==> src/rtl/splitter_pkg.sv <==
package splitter_pkg;

    // Sequencer phases: waiting for a host request, or walking byte cycles.
    typedef enum logic {
        SEQ_IDLE = 1'b0,
        SEQ_BUSY = 1'b1
    } seq_phase_e;

    localparam int unsigned BYTE_W = 8;

endpackage

==> src/rtl/splitter_size_dec.sv <==
// Maps the host size code to the index of the last byte cycle.
module splitter_size_dec #(
    parameter int unsigned IDX_W  = 2,
    parameter int unsigned SIZE_W = 2
) (
    input  logic [SIZE_W-1:0] size_code,
    output logic [IDX_W-1:0]  last_idx
);

    always_comb begin
        // Codes at or beyond the widest width clamp to the full word.
        last_idx = '1;
        for (int s = 0; s < int'(IDX_W); s++) begin
            if (size_code == SIZE_W'(s)) begin
                last_idx = IDX_W'((1 << s) - 1);
            end
        end
    end

endmodule

==> src/rtl/splitter_lane_sel.sv <==
// Picks the byte lane that the current byte cycle uses.
module splitter_lane_sel #(
    parameter int unsigned IDX_W = 2
) (
    input  logic [IDX_W-1:0] last_idx,
    input  logic [IDX_W-1:0] beat_idx,
    input  logic             big_end,
    output logic [IDX_W-1:0] lane
);

    // Big-endian walks down from the top lane of the access width,
    // little-endian walks up from lane zero.
    always_comb begin
        if (big_end) begin
            lane = last_idx - beat_idx;
        end else begin
            lane = beat_idx;
        end
    end

endmodule

==> src/rtl/splitter_byte_mux.sv <==
// Extracts one whole byte lane of the held write word.
module splitter_byte_mux #(
    parameter int unsigned DATA_W = 32,
    parameter int unsigned IDX_W  = 2
) (
    input  logic [DATA_W-1:0] word,
    input  logic [IDX_W-1:0]  lane,
    output logic [7:0]        byte_out
);

    localparam int unsigned LANES = DATA_W / splitter_pkg::BYTE_W;

    logic [7:0] lane_bytes [LANES];

    for (genvar g = 0; g < int'(LANES); g++) begin : g_lane
        assign lane_bytes[g] = word[g*8 +: 8];
    end

    assign byte_out = lane_bytes[lane];

endmodule

==> src/rtl/splitter_read_merge.sv <==
// ORs a returned byte into the accumulator at the selected lane.
module splitter_read_merge #(
    parameter int unsigned DATA_W = 32,
    parameter int unsigned IDX_W  = 2
) (
    input  logic [DATA_W-1:0] acc_in,
    input  logic [7:0]        byte_in,
    input  logic [IDX_W-1:0]  lane,
    output logic [DATA_W-1:0] acc_out
);

    localparam int unsigned LANES = DATA_W / splitter_pkg::BYTE_W;

    logic [DATA_W-1:0] placed;

    for (genvar g = 0; g < int'(LANES); g++) begin : g_place
        assign placed[g*8 +: 8] = (lane == IDX_W'(g)) ? byte_in : 8'h00;
    end

    assign acc_out = acc_in | placed;

endmodule

==> src/rtl/wide_access_splitter.sv <==
// Splits 8/16/32-bit host accesses into ordered byte cycles.
module wide_access_splitter #(
    parameter int unsigned ADDR_W = 24,
    parameter int unsigned DATA_W = 32,
    parameter int unsigned IDX_W  = $clog2(DATA_W / 8),
    parameter int unsigned SIZE_W = $clog2(IDX_W + 1)
) (
    input  logic              clk,
    input  logic              rst,
    input  logic              req_valid,
    output logic              req_ready,
    input  logic [ADDR_W-1:0] req_addr,
    input  logic [SIZE_W-1:0] req_size,
    input  logic              req_write,
    input  logic              req_big_end,
    input  logic [DATA_W-1:0] req_wdata,
    output logic              bc_valid,
    output logic [ADDR_W-1:0] bc_addr,
    output logic              bc_write,
    output logic [7:0]        bc_wbyte,
    input  logic [15:0]       bc_rword,
    input  logic              bc_done,
    output logic              rsp_done,
    output logic [DATA_W-1:0] rsp_rdata
);

    import splitter_pkg::*;

    localparam int unsigned RD_LSB = 8;   // read byte sits in the upper half

    typedef struct packed {
        seq_phase_e        phase;
        logic [ADDR_W-1:0] addr;
        logic              write;
        logic              big_end;
        logic [DATA_W-1:0] wdata;
        logic [IDX_W-1:0]  last_idx;
        logic [IDX_W-1:0]  beat_idx;
        logic [DATA_W-1:0] acc;
        logic              done;
        logic [DATA_W-1:0] rdata;
    } seq_t;

    seq_t seq_d, seq_q;

    logic [IDX_W-1:0]  req_last_idx;
    logic [IDX_W-1:0]  cur_lane;
    logic [DATA_W-1:0] merged;
    logic [7:0]        rd_byte;

    splitter_size_dec #(
        .IDX_W  (IDX_W),
        .SIZE_W (SIZE_W)
    ) size_dec_i (
        .size_code (req_size),
        .last_idx  (req_last_idx)
    );

    splitter_lane_sel #(
        .IDX_W (IDX_W)
    ) lane_sel_i (
        .last_idx (seq_q.last_idx),
        .beat_idx (seq_q.beat_idx),
        .big_end  (seq_q.big_end),
        .lane     (cur_lane)
    );

    splitter_byte_mux #(
        .DATA_W (DATA_W),
        .IDX_W  (IDX_W)
    ) byte_mux_i (
        .word     (seq_q.wdata),
        .lane     (cur_lane),
        .byte_out (bc_wbyte)
    );

    assign rd_byte = bc_rword[RD_LSB +: 8];

    splitter_read_merge #(
        .DATA_W (DATA_W),
        .IDX_W  (IDX_W)
    ) read_merge_i (
        .acc_in  (seq_q.acc),
        .byte_in (rd_byte),
        .lane    (cur_lane),
        .acc_out (merged)
    );

    always_comb begin
        seq_d      = seq_q;
        seq_d.done = 1'b0;
        unique case (seq_q.phase)
            SEQ_IDLE: begin
                if (req_valid) begin
                    seq_d.phase    = SEQ_BUSY;
                    seq_d.addr     = req_addr;
                    seq_d.write    = req_write;
                    seq_d.big_end  = req_big_end;
                    seq_d.wdata    = req_wdata;
                    seq_d.last_idx = req_last_idx;
                    seq_d.beat_idx = '0;
                    seq_d.acc      = '0;
                end
            end
            SEQ_BUSY: begin
                if (bc_done) begin
                    if (!seq_q.write) begin
                        seq_d.acc = merged;
                    end
                    if (seq_q.beat_idx == seq_q.last_idx) begin
                        seq_d.phase = SEQ_IDLE;
                        seq_d.done  = 1'b1;
                        seq_d.rdata = seq_q.write ? '0 : merged;
                    end else begin
                        seq_d.beat_idx = seq_q.beat_idx + 1'b1;
                    end
                end
            end
            default: seq_d.phase = SEQ_IDLE;
        endcase
    end

    always_ff @(posedge clk) begin
        if (rst) begin
            seq_q <= '0;
        end else begin
            seq_q <= seq_d;
        end
    end

    assign req_ready = (seq_q.phase == SEQ_IDLE);
    assign bc_valid  = (seq_q.phase == SEQ_BUSY);
    assign bc_addr   = seq_q.addr;
    assign bc_write  = seq_q.write;
    assign rsp_done  = seq_q.done;
    assign rsp_rdata = seq_q.rdata;

endmodule

==> config.mk <==
export PLATFORM = sky130hd
export DESIGN_NAME = wide_access_splitter
export DESIGN_NICKNAME = d
export VERILOG_FILES = /design/src/rtl/splitter_pkg.sv /design/src/rtl/splitter_size_dec.sv /design/src/rtl/splitter_lane_sel.sv /design/src/rtl/splitter_byte_mux.sv /design/src/rtl/splitter_read_merge.sv /design/src/rtl/wide_access_splitter.sv
export SDC_FILE = /design/constraint.sdc
export NUM_CORES = 1
export LEC_CHECK = 0
export ABC_AREA = 1
export BUFFER_PORTS_ARGS = -buffer_cell sky130_fd_sc_hd__buf_2
export CAP_MARGIN = 20
export CORE_ASPECT_RATIO = 1.1
export CORE_MARGIN = 5
export CORE_UTILIZATION = 46
export CTS_BUF_LIST = sky130_fd_sc_hd__clkbuf_8
export CTS_CLUSTER_SIZE = 8
export DETAILED_ROUTE_END_ITERATION = 10
export GPL_ROUTABILITY_DRIVEN = 0
export PLACE_DENSITY_LB_ADDON = 0.3
export SYNTH_ARGS = -nofsm -noshare
export SYNTH_HDL_FRONTEND = slang
export SYNTH_HIERARCHICAL = 1
export SYNTH_SLANG_ARGS = --single-unit
==> constraint.sdc <==
create_clock -name clk -period 1.85 [get_ports clk]
set_clock_uncertainty 0.15 [all_clocks]
set_input_delay 0.37 -clock clk [delete_from_list [all_inputs] [get_ports clk]]
set_output_delay 0.37 -clock clk [all_outputs]
set_load 0.01 [all_outputs]
# Word-level counts from Yosys, hierarchy flattened
# Cells that the tools add are included.
[op_classes]
add_sub_neg = 2
n_lt_le_gt_ge = 1
eq_ne = 9
n_mux = 20
bitwise_logic = 4
reduce_logical = 7
[op_table]
columns = ["cell", "count"]
rows = [
  ["$mux 95", 1],
  ["$pmux 34 s2", 1],
  ["$mux 67", 1],
  ["$mux 32", 2],
  ["$mux 8", 6],
  ["$mux 33", 1],
  ["$or 32x32->32", 1],
  ["$bmux 8 s2", 1],
  ["$reduce_and 3->1", 3],
  ["$mux 2", 4],
  ["$ne 2x2->1 const B", 4],
  ["$eq 2x1->1 const B", 2],
  ["$eq 2x2->1 const B", 2],
  ["$logic_not 2->1", 2],
  ["$ge 3x3->1 const B", 1],
  ["$not 2->3", 1],
  ["$reduce_or 3->1", 1],
  ["$add 2x1->2 const B", 1],
  ["$eq 2x2->1", 1],
  ["$mux 1", 2],
  ["$not 1->1", 2],
  ["$pmux 1 s2", 1],
  ["$reduce_and 2->1", 1],
  ["$sub 2x2->2", 1],
]
[word_totals]
ff_bits = 128
input_bits = 80
out_inout_bits = 68
elab_cells = 53

# Depth between registers and ports, before layout
# Gate-level depths: netlist (run 1).
[logic_depth]
word_depth = 9
ltp_mapped = 13
mapped_depth_nobuf = 12

# Hierarchy
# The synthesis (run 1) kept the hierarchy.
[modules_own_cells]
columns = ["mod", "instances", "cells_per_inst", "area_each_um2", "seq_area_each_um2"]
rows = [
  ["wide_access_splitter", 1, 638, 5252.5, 2562.5],
  ["splitter_read_merge", 1, 103, 462.9, 0.0],
  ["splitter_byte_mux", 1, 94, 395.4, 0.0],
  ["splitter_lane_sel", 1, 13, 70.1, 0.0],
  ["splitter_size_dec", 1, 4, 15.0, 0.0],
]

# Worst setup path before layout (run 1)
# No wires, ideal clock.
[synth_path]
path_type = "flip-flop to output port"
from = "reg seq_q[65] (netlist bit)"
to = "out bc_wbyte[2]"
arrival_ps = 1392
slack_ps = -62
stages_incl_launch_ff = 9
n_path_buf = 2
path_cell_list = "dfxtp_1 -> ha_1 -> a21oi_1 -> buf_6 -> inv_4 -> buf_6 -> nand2_1 -> nand3_1 -> nand2_1"
[synth_between]
elab_chain_len = 6
[synth_lines]
columns = ["element", "line", "text"]
rows = [
  ["start: declaration", "wide_access_splitter.sv:44", "seq_t seq_d, seq_q;"],
  ["start signal: assignment", "wide_access_splitter.sv:127", "seq_q <= seq_d;"],
  ["$sub 2x2->2", "splitter_lane_sel.sv:15", "lane = last_idx - beat_idx;"],
  ["$mux 2 *", "splitter_lane_sel.sv:14", "if (big_end) begin"],
  ["net cur_lane[0]", "wide_access_splitter.sv:47", "logic [IDX_W-1:0] cur_lane;"],
  ["$not 2->3 (not written as such) *", "splitter_byte_mux.sv:19", "assign byte_out = lane_bytes[lane];"],
  ["$bmux 8 s2 *", "splitter_byte_mux.sv:19", ""],
  ["$mux 8 (not written as such) * (2 in series)", "splitter_byte_mux.sv:19", ""],
  ["end: declaration", "wide_access_splitter.sv:20", "output logic [7:0] bc_wbyte,"],
]
# Mark *: on every way through the listed nets, which the timed path passes. The rest lies on a longest branch. The select of a mux whose other input is x is not followed.

# Final worst setup path (run 1)
[layout_path]
from = "reg seq_q[67] (netlist bit)"
to = "out bc_wbyte[6]"
[layout_between]
elab_chain_len = 6
[layout_lines]
columns = ["element", "line"]
rows = [
  ["$sub 2x2->2", "splitter_lane_sel.sv:15"],
  ["$mux 2", "splitter_lane_sel.sv:14"],
  ["net cur_lane[0]", "wide_access_splitter.sv:47"],
  ["$not 2->3 (not written as such)", "splitter_byte_mux.sv:19"],
  ["$bmux 8 s2", "splitter_byte_mux.sv:19"],
  ["$mux 8 (not written as such) (2 in series)", "splitter_byte_mux.sv:19"],
]
# The timed path passes the listed nets, and every way through them passes these cells. The select of a mux whose other input is x is not followed.

==> PnR_summary.wiki, run 1 <==
{| class="wikitable"
! Metric !! Value
|-
| Commonest non-fill, non-tap cell in the layout || sky130_fd_sc_hd__buf_2
|-
| Sink Count || 128
|-
| Clock transition at the register clock pins on the worst setup and hold paths after CTS || around 80 ps
|-
| Tot Pwr || 0.00637 W
|-
| Post-synth EDFFs || 0
|-
| Clock buffer count from CTS || 17
|-
| Drt first pass iters || 5
|-
| Setup slack of the critical path after layout || -531 ps
|-
| Die Y-Extent || 132 um
|-
| DRC viols || 0
|-
| Most frequent cells in the layout || sky130_fd_sc_hd__buf_2 (134), sky130_fd_sc_hd__dfxtp_1 (125), sky130_fd_sc_hd__nor2_1 (117)
|-
| Final antenna diode count || 0
|-
| Initial core utilization || 0.469
|-
| Hold slack || between 30 and 40 ps
|-
| Start-to-end type of the worst setup path || reg -> out
|-
| Ordered list of cells on the worst path || inv_2 > ha_4 > a21oi_4 > buf_12 > buf_4 > inv_6 > nand2_1 > nand3_2 > nand2_1 > buf_2
|-
| Total Die Area || 15,900 um2
|-
| CP Max Fanout || 8
|-
| Number of I/O pins || around 150
|-
| GR Util All Layers || 0.194
|-
| Setup slack of the worst register-to-register path || -130 ps
|-
| Power spent charging and discharging nets || 0.00191 W
|-
| Post-route fraction of the period consumed by the critical path || 1.29
|-
| Max Transition Viols Final || 0
|-
| Register share of total power || 0.463
|-
| RSZ-0062 raised after global routing || true
|-
| Final HPWL from detailed placement || 10.1 mm
|-
| Count of buffers from port buffering || 139
|-
| Syn_nets || 933
|-
| Antenna violations before repair || 0
|-
| Static leakage || 3.26 nW
|-
| CP dominant cell by count || sky130_fd_sc_hd__nand2_1
|-
| Largest net degree at the start of global routing || 50
|-
| Worst min-delay path class || in -> reg
|-
| Required @ worst endpoint || 1330 ps
|-
| Fraction of final layout cells sized beyond drive strength 1 || 0.345
|-
| Average cell area after synthesis || 7.27 um2
|-
| Run status || finished with violations
|-
| Horizontal die dimension || 121 um
|-
| Logic depth of the worst setup path including buffers || 10
|-
| Post-layout utilization of the core || 0.566
|-
| Hold Violations, Final || 0
|-
| Fraction of the yosys area taken by sequential cells || 0.414
|-
| Maximum achievable frequency || 0.420 GHz
|-
| Post-layout net count || 1,021
|-
| Final setup vio count || 61
|-
| Max stage delay on crit path || 340 ps
|-
| Number of synthesized register bits || 128
|-
| Remaining antenna violation count after routing || 0
|-
| Signal arrival time at the worst endpoint || ~1900 ps
|-
| CP Launch Type || register
|-
| Cell area after synthesis || 6200 um2
|-
| Vias || 5,586
|-
| Depth of the worst hold-timing path || 3
|-
| Crit-path leading delay family || buffers and inverters
|-
| Clk root buf || sky130_fd_sc_hd__clkbuf_8
|-
| CP Buf/Inv Count || 5
|-
| Synth-to-layout area growth || 20.8%
|-
| Power density of the placed cells || between 800 and 900 nW/um2
|-
| Combinational cell fraction of total power || 0.179
|-
| Worst R2R Path Depth || 13
|-
| Number of global-route vias before repair || between 5,000 and 6,000
|-
| Distinct cells, synth || 26
|-
| Failing checks || negative setup slack
|-
| Slew headroom || 0.650
|-
| Number of H-tree levels || 4
|-
| Total gr overflow || 0
|-
| Number of instances in the synthesized netlist || 852
|-
| Min Clock Period, post-route || approximately 2400 ps
|-
| Synthesis warning total || 6
|-
| Cell internal pwr || 0.00446 W
|-
| First-pass GRT wire length || 25.3 mm
|-
| Slew at the pin with the worst max-slew slack || 524 ps
|-
| Per-cell routed wire length || 14.0 um
|-
| Clock Path Buffers || 2
|-
| Largest vdd supply drop || 0.000561 V
|-
| Most used DFF post-synth || sky130_fd_sc_hd__dfxtp_1
|-
| Filler Cells Inserted || 1,286
|-
| Slowest CP cell || sky130_fd_sc_hd__dfxtp_2
|-
| Clock latency reported for the late side of the worst-skew pair || about 440 ps
|-
| Share of total power consumed by net switching || 0.300
|-
| TritonCTS clock tree || done
|-
| Share of synthesized registers carrying an async set or reset || 0
|-
| Max capacitance violation total || 0
|-
| Via density per instance || 5.01
|-
| Row count || 44
|-
| Post-Route WL || 15.6 mm
|-
| Number of DRC violations after detailed-routing iteration 0 || about 380
|-
| Core outline area || approximately 13,000 um2
|-
| Category of the worst setup path capture point || output port
|-
| Clock Power Share || 0.358
|}
==> power by group through the flow <==
stage                     clock, W  sequential (W)  combinational, W
after floorplan                  0         0.00301          0.000742
after global placement           0         0.00301          0.000953
after detailed placement         0         0.00301          0.000958
after CTS                  0.00235         0.00295           0.00102
after global routing       0.00248         0.00297           0.00126
final                      0.00228         0.00295           0.00114
==> layout make-up <==
| cell class | count | area [um2] | area share |
|---|---|---|---|
| Sequential cell | 128 | 2570 | 0.343 |
| Inverter | 84 | 338 | 0.0452 |
| Timing Repair Buffer | 182 | 1160 | 0.155 |
| Tap cell | 161 | 201 | 0.0269 |
| Clock buffer | 19 | 262 | 0.0349 |
| Clock inverter | 13 | 114 | 0.0152 |
| Timing Repair inverter | 1 | 7.51 | 0.00100 |
| Multi-Input combinational cell | 526 | 2840 | 0.379 |
==> synth_stat cells, types with 11 or more instances <==
| cell type | n | area (um2) |
|---|---|---|
| sky130_fd_sc_hd__inv_1 | 77 | 289 |
| sky130_fd_sc_hd__nand3_1 | 129 | 646 |
| sky130_fd_sc_hd__buf_6 | 14 | 158 |
| sky130_fd_sc_hd__nand2_1 | 127 | 477 |
| sky130_fd_sc_hd__buf_2 | 23 | 115 |
| sky130_fd_sc_hd__o21ai_0 | 62 | 310 |
| sky130_fd_sc_hd__o21ai_1 | 29 | 145 |
| sky130_fd_sc_hd__dfxtp_1 | 128 | 2560 |
| sky130_fd_sc_hd__a21oi_1 | 27 | 135 |
| sky130_fd_sc_hd__clkbuf_1 | 11 | 41.3 |
| sky130_fd_sc_hd__nand3_2 | 12 | 120 |
| sky130_fd_sc_hd__nor2_1 | 118 | 443 |
| sky130_fd_sc_hd__buf_4 | 64 | 480 |
==> flip-flops by register name, indices dropped and copies added (netlist names) <==
signal,flops
bc_write,1
bc_valid,1
rsp_done,1
seq_q,69
bc_addr,24
rsp_rdata,32
==> cells by family (layout without fill, tap and decap cells) <==
group,count (synthesis),in the layout,synth area share
DFF,128,128,0.414
AOI/OAI and AO/OA,130,130,0.112
and+or+nand+nor,395,395,0.287
buffers and inverters,198,299,0.186
adders and majority gates,1,1,0.00202
==> metal layers <==
layer | track usage | vias to the layer above | wire, um | part of all wire
met5 | 0 | - | 0 | 0
met4 | 0.0623 | 0 | 265 | 0.017
met3 | 0.0512 | 23 | 1020 | 0.065
met2 | 0.314 | 163 | 7530 | 0.48
met1 | 0.251 | 2557 | 6790 | 0.43
li1 | - | 2843 | - | -
==> repair_timing <==
action                     CTS  global route
setup endpoints to repair   72            72
setup buffers                4             8
hold buffers                 6             0
cloned                       1             1
pin swaps                    7            49
resized for setup           13            96
hold endpoints to repair     6             0
==> final timing paths <==
kind                       from             to
setup / recovery      seq_q[67]    bc_wbyte[6]
hold / removal    req_wdata[30]      seq_q[99]
setup reg to reg      seq_q[67]      seq_q[36]
hold reg to reg   rsp_rdata[12]  rsp_rdata[12]
==> metrics by stage <==
stage	worst slack, ps	area, um2	std cells	setup TNS (ps)
floorplan	6.82	6210	852	0
global placement	-177	6510	1065	-5730
detailed placement	-187	6510	1065	-6470
CTS	-517	7050	1107	-4000
global route	-651	7480	1114	-15410
finish	-531	7480	1114	-7340
==> worst min-delay path, cell delays in order <==
cell and delay (ps):
sky130_fd_sc_hd__buf_2 70, sky130_fd_sc_hd__o21ai_0 70, sky130_fd_sc_hd__nor2_1 80
Power figures use the tool's default switching activity.
==> run 2, diff against run 1 <==
--- a/config.mk
+++ b/config.mk
@@ -10,7 +10,7 @@
 export CAP_MARGIN = 20
 export CORE_ASPECT_RATIO = 1.1
 export CORE_MARGIN = 5
-export CORE_UTILIZATION = 46
+export CORE_UTILIZATION = 50
 export CTS_BUF_LIST = sky130_fd_sc_hd__clkbuf_8
 export CTS_CLUSTER_SIZE = 8
 export DETAILED_ROUTE_END_ITERATION = 10
==> PnR_summary.wiki, run 2 (synthesis gave the netlist of run 1 again) <==
{| class="wikitable"
! Metric !! Value
|-
| Sink Count || 128 (unchanged)
|-
| Min Clock Period, post-route || 2360 ps (-17.4 ps)
|-
| Commonest non-fill, non-tap cell in the layout || sky130_fd_sc_hd__buf_2
|-
| Tot Pwr || 0.00629 W (-1.3%)
|-
| Clock Path Buffers || 2 (unchanged)
|-
| Post-layout net count || 1,008 (-1.3%)
|-
| Maximum achievable frequency || 0.423 GHz (+0.73%)
|-
| Crit path launch || seq_q[67]
|-
| Max capacitance violation total || 0 (unchanged)
|-
| Reg-to-Reg Start || seq_q[67]
|-
| Drt first pass iters || 4 (-1)
|-
| Synth-to-layout area growth || 16.1%
|-
| Most frequent cells in the layout || sky130_fd_sc_hd__buf_2 (134), sky130_fd_sc_hd__dfxtp_1 (126), sky130_fd_sc_hd__nor2_1 (117)
|-
| Vias || 5,473 (-2.0%)
|-
| Final design instance area without fill || 7190 um2 (-3.9%)
|-
| Area of combinational cells with multiple inputs || 2660 um2 (-6.3%)
|-
| Hold Violations, Final || 0 (unchanged)
|-
| Category of the worst setup path capture point || output port
|-
| Clock Power Share || 0.355 (-0.003)
|-
| Die Y-Extent || 127 um (-3.8%)
|-
| Number of DRC violations after detailed-routing iteration 0 || 436 (+16%)
|-
| Row count || 42 (-4.5%)
|-
| Via density per instance || 5.02 (about the same)
|-
| Cell internal pwr || 0.00454 W (+1.8%)
|-
| Final antenna diode count || 0 (unchanged)
|-
| Placement-stage worst setup slack || -145 ps (+42.4 ps)
|-
| Remaining antenna violation count after routing || 0 (unchanged)
|-
| Clk root buf || sky130_fd_sc_hd__clkbuf_8
|-
| Setup slack of the critical path after layout || -514 ps (+17.4 ps)
|-
| Number of I/O pins || 148 (unchanged)
|-
| Combinational cell fraction of total power || 0.175 (-0.004)
|-
| Clock buffer count from CTS || 17 (unchanged)
|-
| Worst min-delay path class || in -> reg
|-
| Max FFs per register || 69 (unchanged)
|-
| Clock transition at the register clock pins on the worst setup and hold paths after CTS || 70 ps (about the same)
|-
| Total gr overflow || 0 (unchanged)
|-
| Fraction of final layout cells sized beyond drive strength 1 || 0.292 (-0.0528)
|-
| Failing checks || negative setup slack
|-
| Standard cell area after detailed placement || 6540 um2 (+0.40%)
|-
| TritonCTS clock tree || done
|-
| Setup TNS after final layout || -5180 ps (+2160 ps)
|-
| Initial core utilization || 0.513 (+0.0437)
|-
| Post-Route WL || 15.1 mm (-3.5%)
|-
| Signal arrival time at the worst endpoint || 1840 ps (-20 ps)
|-
| Max Transition Viols Final || 0 (unchanged)
|-
| Power spent charging and discharging nets || 0.00175 W (-8.5%)
|-
| Power density of the placed cells || 875 nW/um2 (+2.7%)
|-
| Per-cell routed wire length || 13.8 um (-1.5%)
|-
| Clock latency reported for the late side of the worst-skew pair || 440 ps (about the same)
|-
| CP Launch Type || register
|-
| Slew headroom || 0.688 (+0.0383)
|-
| Required @ worst endpoint || 1330 ps (about the same)
|-
| First-pass GRT wire length || 24.3 mm (-3.9%)
|-
| CP Max Fanout || 8 (unchanged)
|-
| Share of total power consumed by net switching || 0.278 (-0.0220)
|-
| Largest net degree at the start of global routing || 52 (+4.0%)
|-
| Number of global-route vias before repair || 5,128 (-0.37%)
|-
| Register share of total power || 0.469 (+0.006)
|-
| RSZ-0062 raised after global routing || true
|-
| Slew at the pin with the worst max-slew slack || 467 ps (-56.5 ps)
|-
| Largest vdd supply drop || 0.000506 V (-9.9%)
|-
| Final setup vio count || 46 (-25%)
|-
| Final HPWL from detailed placement || 10.2 mm (+0.53%)
|-
| Antenna violations before repair || 0 (unchanged)
|-
| Run status || finished with violations
|-
| Post-route fraction of the period consumed by the critical path || 1.28 (-0.00938)
|-
| Start-to-end type of the worst setup path || reg -> out
|-
| Area of all sequential standard cells || 2560 um2 (about the same)
|-
| Core outline area || 12,100 um2 (-8.5%)
|-
| Count of buffers from port buffering || 139 (unchanged)
|-
| DRC viols || 0 (unchanged)
|-
| Number of H-tree levels || 4 (unchanged)
|-
| Worst min-delay path startpoint || req_wdata[11]
|-
| Total Die Area || 14,700 um2 (-7.4%)
|-
| Static leakage || 3.22 nW (-1.0%)
|-
| Reg with most FFs || seq_q
|-
| GR Util All Layers || 0.205 (+0.0116)
|-
| Filler Cells Inserted || 1,161 (-9.7%)
|-
| Horizontal die dimension || 116 um (-3.7%)
|}
run 2: cell types whose count changed in the layout (fill, tap and decap cells not counted), sizes merged:
cell	change
dlygate4sd3	-4
buf	-8
clkinv	+1
bufinv	+1
clkbuf	-1
clkinvlp	-5
run 2: worst max-delay path, cell delays in order, from the launching register on:
cell                      delay, ps
sky130_fd_sc_hd__dfxtp_2        340
sky130_fd_sc_hd__inv_2           40
sky130_fd_sc_hd__ha_4           240
sky130_fd_sc_hd__a21oi_4        180
sky130_fd_sc_hd__buf_12         160
sky130_fd_sc_hd__buf_12         140
sky130_fd_sc_hd__nand2_4         50
sky130_fd_sc_hd__nand3_2         50
sky130_fd_sc_hd__nand2_1         60
sky130_fd_sc_hd__buf_2          140
run 2: layer usage:
metal / vias to the layer above / global-route usage / routed length (um)
met1: 2505 / 0.263 / 6480
met5: - / 0 / 0
met4: 0 / 0.0662 / 210
met3: 15 / 0.0534 / 993
li1: 2809 / - / -
met2: 144 / 0.337 / 7370
run 2: area by class of cell:
cell class              count  share of cell area
clock inverters            10              0.0136
well taps                 154              0.0268
repair buffers            169               0.150
flip-flops and latches    128               0.357
repair inverters            1            0.000870
multi-input cells         526               0.370
inverters                  84              0.0459
clock buffers              19              0.0364
run 2: worst paths after layout:
check | slack [ps] | endpoint | depth (start not counted)
worst min-delay path | 30 | seq_q[80] | 3
worst min register to register | 320 | rsp_rdata[5] | 2
worst max-delay path | -510 | bc_wbyte[6] | 9
worst max register to register | -80 | seq_q[61] | 10
run 2: timing repair:
item,CTS,global route
endpoints found under the setup margin,72,72
gates resized for setup,15,46
pin swaps,9,16
hold buffers,2,0
buffers inserted,2,4
gates cloned,0,1
endpoints found under the hold margin,2,0
run 2: power groups by stage:
stage	sequential, W	combinational (W)	clock, W
floorplan	0.00301	0.000742	0
global placement	0.00301	0.000961	0
detailed placement	0.00301	0.000969	0
CTS	0.00295	0.00102	0.00230
global route	0.00297	0.00123	0.00241
finish	0.00295	0.00110	0.00224
run 2: through the flow:
step | hold slack, ps | std cells | util
after CTS | 1.25 | 1088 | 0.579
after global routing | 12.6 | 1091 | 0.595
after floorplan | 300 | 852 | -
after global placement | 306 | 1056 | 0.541
final | 32.4 | 1091 | 0.595
after detailed placement | 314 | 1056 | 0.541
==> run 3, diff against run 2 <==
--- a/config.mk
+++ b/config.mk
@@ -10,12 +10,12 @@
 export CAP_MARGIN = 20
 export CORE_ASPECT_RATIO = 1.1
 export CORE_MARGIN = 5
-export CORE_UTILIZATION = 50
+export CORE_UTILIZATION = 47
 export CTS_BUF_LIST = sky130_fd_sc_hd__clkbuf_8
 export CTS_CLUSTER_SIZE = 8
 export DETAILED_ROUTE_END_ITERATION = 10
 export GPL_ROUTABILITY_DRIVEN = 0
-export PLACE_DENSITY_LB_ADDON = 0.3
+export PLACE_DENSITY = 0.74
 export SYNTH_ARGS = -nofsm -noshare
 export SYNTH_HDL_FRONTEND = slang
 export SYNTH_HIERARCHICAL = 1
==> PnR_summary.wiki, run 3 (synthesis gave the netlist of run 1 again) <==
{| class="wikitable"
! Metric !! Value
|-
| Clock Power Share || 0.383 (+0.028)
|-
| Die Y-Extent || 130 um (+2.9%)
|-
| Final HPWL from detailed placement || 9.71 mm (-4.6%)
|-
| Standard cell area after detailed placement || 6510 um2 (-0.44%)
|-
| Post-layout utilization of the core || 0.565 (-0.0300)
|-
| Slowest CP cell || sky130_fd_sc_hd__dfxtp_2
|-
| GR Util All Layers || 0.193 (-0.0120)
|-
| Share of total power consumed by net switching || 0.281 (+0.00279)
|-
| Final antenna diode count || 0 (unchanged)
|-
| Number of I/O pins || 148 (unchanged)
|-
| R2R Path End || seq_q[35]
|-
| Number of global-route vias before repair || 5,105 (-0.45%)
|-
| Clk root buf || sky130_fd_sc_hd__clkbuf_8
|-
| Synth-to-layout area growth || 19.0%
|-
| Drt first pass iters || 5 (+1)
|-
| Core outline area || 13,000 um2 (+8.0%)
|-
| Post-route fraction of the period consumed by the critical path || 1.26 (-0.0202)
|-
| RSZ-0062 raised after global routing || true
|-
| Power spent charging and discharging nets || 0.00185 W (+5.8%)
|-
| Clock latency reported for the late side of the worst-skew pair || 450 ps (about the same)
|-
| Slew at the pin with the worst max-slew slack || 956 ps (+488 ps)
|-
| Reg-to-Reg Start || seq_q[67]
|-
| Crit path launch || seq_q[67]
|-
| Filler Cells Inserted || 1,216 (+4.7%)
|-
| Max capacitance violation total || 0 (unchanged)
|-
| Setup slack of the worst register-to-register path || -130 ps (-50 ps)
|-
| Reg with most FFs || seq_q
|-
| Combinational cell fraction of total power || 0.169 (-0.006)
|-
| Max FFs per register || 69 (unchanged)
|-
| Final design instance area without fill || 7370 um2 (+2.5%)
|-
| Ordered list of cells on the worst path || inv_2 > ha_4 > a21oi_4 > buf_6 > inv_8 > nand2_2 > nand3_1 > nand2_1 > buf_2
|-
| Required @ worst endpoint || 1330 ps (about the same)
|-
| CP Max Fanout || 16 (+8)
|-
| Vias || 5,594 (+2.2%)
|-
| Depth of the worst hold-timing path || 3 (unchanged)
|-
| Worst R2R Path Depth || 15 (+5)
|-
| Commonest non-fill, non-tap cell in the layout || sky130_fd_sc_hd__buf_2
|-
| Remaining antenna violation count after routing || 0 (unchanged)
|-
| Worst setup path end || bc_wbyte[7]
|-
| Max Transition Viols Final || 0 (unchanged)
|-
| Final setup vio count || 41 (-11%)
|-
| Non-filler instance count after layout || 1,103 (+1.1%)
|-
| Power density of the placed cells || 894 nW/um2 (+2.2%)
|-
| Start-to-end type of the worst setup path || reg -> out
|-
| Setup slack of the critical path after layout || -477 ps (+37.4 ps)
|-
| Slew headroom || 0.362 (-0.326)
|-
| Run status || finished with violations
|-
| Maximum achievable frequency || 0.430 GHz (+1.6%)
|-
| Clock transition at the register clock pins on the worst setup and hold paths after CTS || 70 ps (about the same)
|-
| CP Launch Type || register
|-
| Horizontal die dimension || 119 um (+2.9%)
|-
| First-pass GRT wire length || 24.5 mm (+0.65%)
|-
| Register share of total power || 0.448 (-0.021)
|-
| Count of placed standard cells including taps || 1,058 (+0.19%)
|-
| Antenna violations before repair || 0 (unchanged)
|-
| Via density per instance || 5.07 (+1.1%)
|-
| Signal arrival time at the worst endpoint || 1810 ps (-30 ps)
|-
| Post-Route WL || 15.4 mm (+2.1%)
|-
| Category of the worst setup path capture point || output port
|-
| Sink Count || 128 (unchanged)
|-
| Placement-stage worst setup slack || -135 ps (+9.88 ps)
|-
| Clock Path Buffers || 2 (unchanged)
|-
| Most frequent cells in the layout || sky130_fd_sc_hd__buf_2 (132), sky130_fd_sc_hd__dfxtp_1 (126), sky130_fd_sc_hd__nor2_1 (118)
|-
| TritonCTS clock tree || done
|-
| Cell internal pwr || 0.00474 W (+4.4%)
|-
| Total Die Area || 15,600 um2 (+5.9%)
|-
| DRC viols || 0 (unchanged)
|-
| Failing checks || negative setup slack
|-
| Initial core utilization || 0.475 (-0.0378)
|-
| Per-cell routed wire length || 13.9 um (+0.98%)
|-
| Worst min-delay path class || in -> reg
|-
| Fraction of final layout cells sized beyond drive strength 1 || 0.327 (+0.0345)
|-
| Min Clock Period, post-route || 2330 ps (-37.4 ps)
|-
| Hold Violations, Final || 0 (unchanged)
|-
| Hold slack || 19.8 ps (-12.6 ps)
|-
| Clock buffer count from CTS || 17 (unchanged)
|-
| Total gr overflow || 0 (unchanged)
|-
| Number of DRC violations after detailed-routing iteration 0 || 510 (+17%)
|-
| Post-layout net count || 1,010 (+0.20%)
|-
| Max stage delay on crit path || 330 ps (about the same)
|-
| Largest net degree at the start of global routing || 99 (+90%)
|-
| Number of H-tree levels || 4 (unchanged)
|-
| Row count || 44 (+4.8%)
|-
| Largest vdd supply drop || 0.000408 V (-19%)
|-
| Count of buffers from port buffering || 139 (unchanged)
|-
| Static leakage || 3.22 nW (about the same)
|}
run 3: timing repair:
item                                    in CTS  in global routing
pin swaps                                   26                 44
gates cloned                                 1                  0
gates resized for setup                     37                 60
setup buffers                                6                  3
hold buffers                                 6                  1
endpoints found under the setup margin      72                 72
hold endpoints to repair                     6                  1
run 3: per-stage QoR:
stage                     setup TNS (ps)  power, W
final                              -5310   0.00659
after global routing              -11970   0.00691
after floorplan                        0   0.00375
after global placement             -2470   0.00396
after CTS                          -5040   0.00658
after detailed placement           -4410   0.00397
run 3: worst min path at each step:
stage                       from           to  slack, ps
floorplan              seq_q[67]    seq_q[67]        300
global placement       seq_q[46]    seq_q[46]        310
detailed placement    bc_addr[7]   bc_addr[7]        320
CTS                 req_addr[23]  bc_addr[23]       0.05
global route         req_addr[5]   bc_addr[5]          8
finish              req_addr[23]  bc_addr[23]         20
run 3: cell type report:
cell class / count / area (um2) / share of cell area
Clock buffer: 20 / 275 / 0.0373
Clock inverter: 12 / 141 / 0.0192
Inverter: 84 / 338 / 0.0458
Multi-Input combinational cell: 526 / 2750 / 0.372
Sequential cell: 128 / 2560 / 0.348
Tap cell: 161 / 201 / 0.0273
Timing Repair Buffer: 172 / 1100 / 0.150
run 3: critical path: cells and delay by family (launching register included):
family | cells | cell delay [ps]
flip-flops | 1 | 330
AO/OA/AOI/OAI | 1 | 230
AND/OR/NAND/NOR | 3 | 200
adder cells (fa/ha/maj) | 1 | 210
buffers and inverters | 4 | 380
run 3: routing by layer:
metal  GRT usage  part of all wire  routed length [um]  up-vias
met4      0.0708             0.013                 207        0
met3      0.0508             0.060                 920       17
li1            -                 -                   -     2823
met2       0.323              0.48                7420      162
met5           0                 0                   0        -
met1       0.243              0.44                6820     2592
run 3: power groups by stage:
stage          Clock (W)  Combinational [W]  Sequential, W
4_1_cts          0.00257            0.00105        0.00295
3_5_place_dp           0           0.000959        0.00301
3_3_place_gp           0           0.000950        0.00301
2_1_floorplan          0           0.000742        0.00301
6_report         0.00253            0.00111        0.00295
5_1_grt          0.00271            0.00123        0.00297
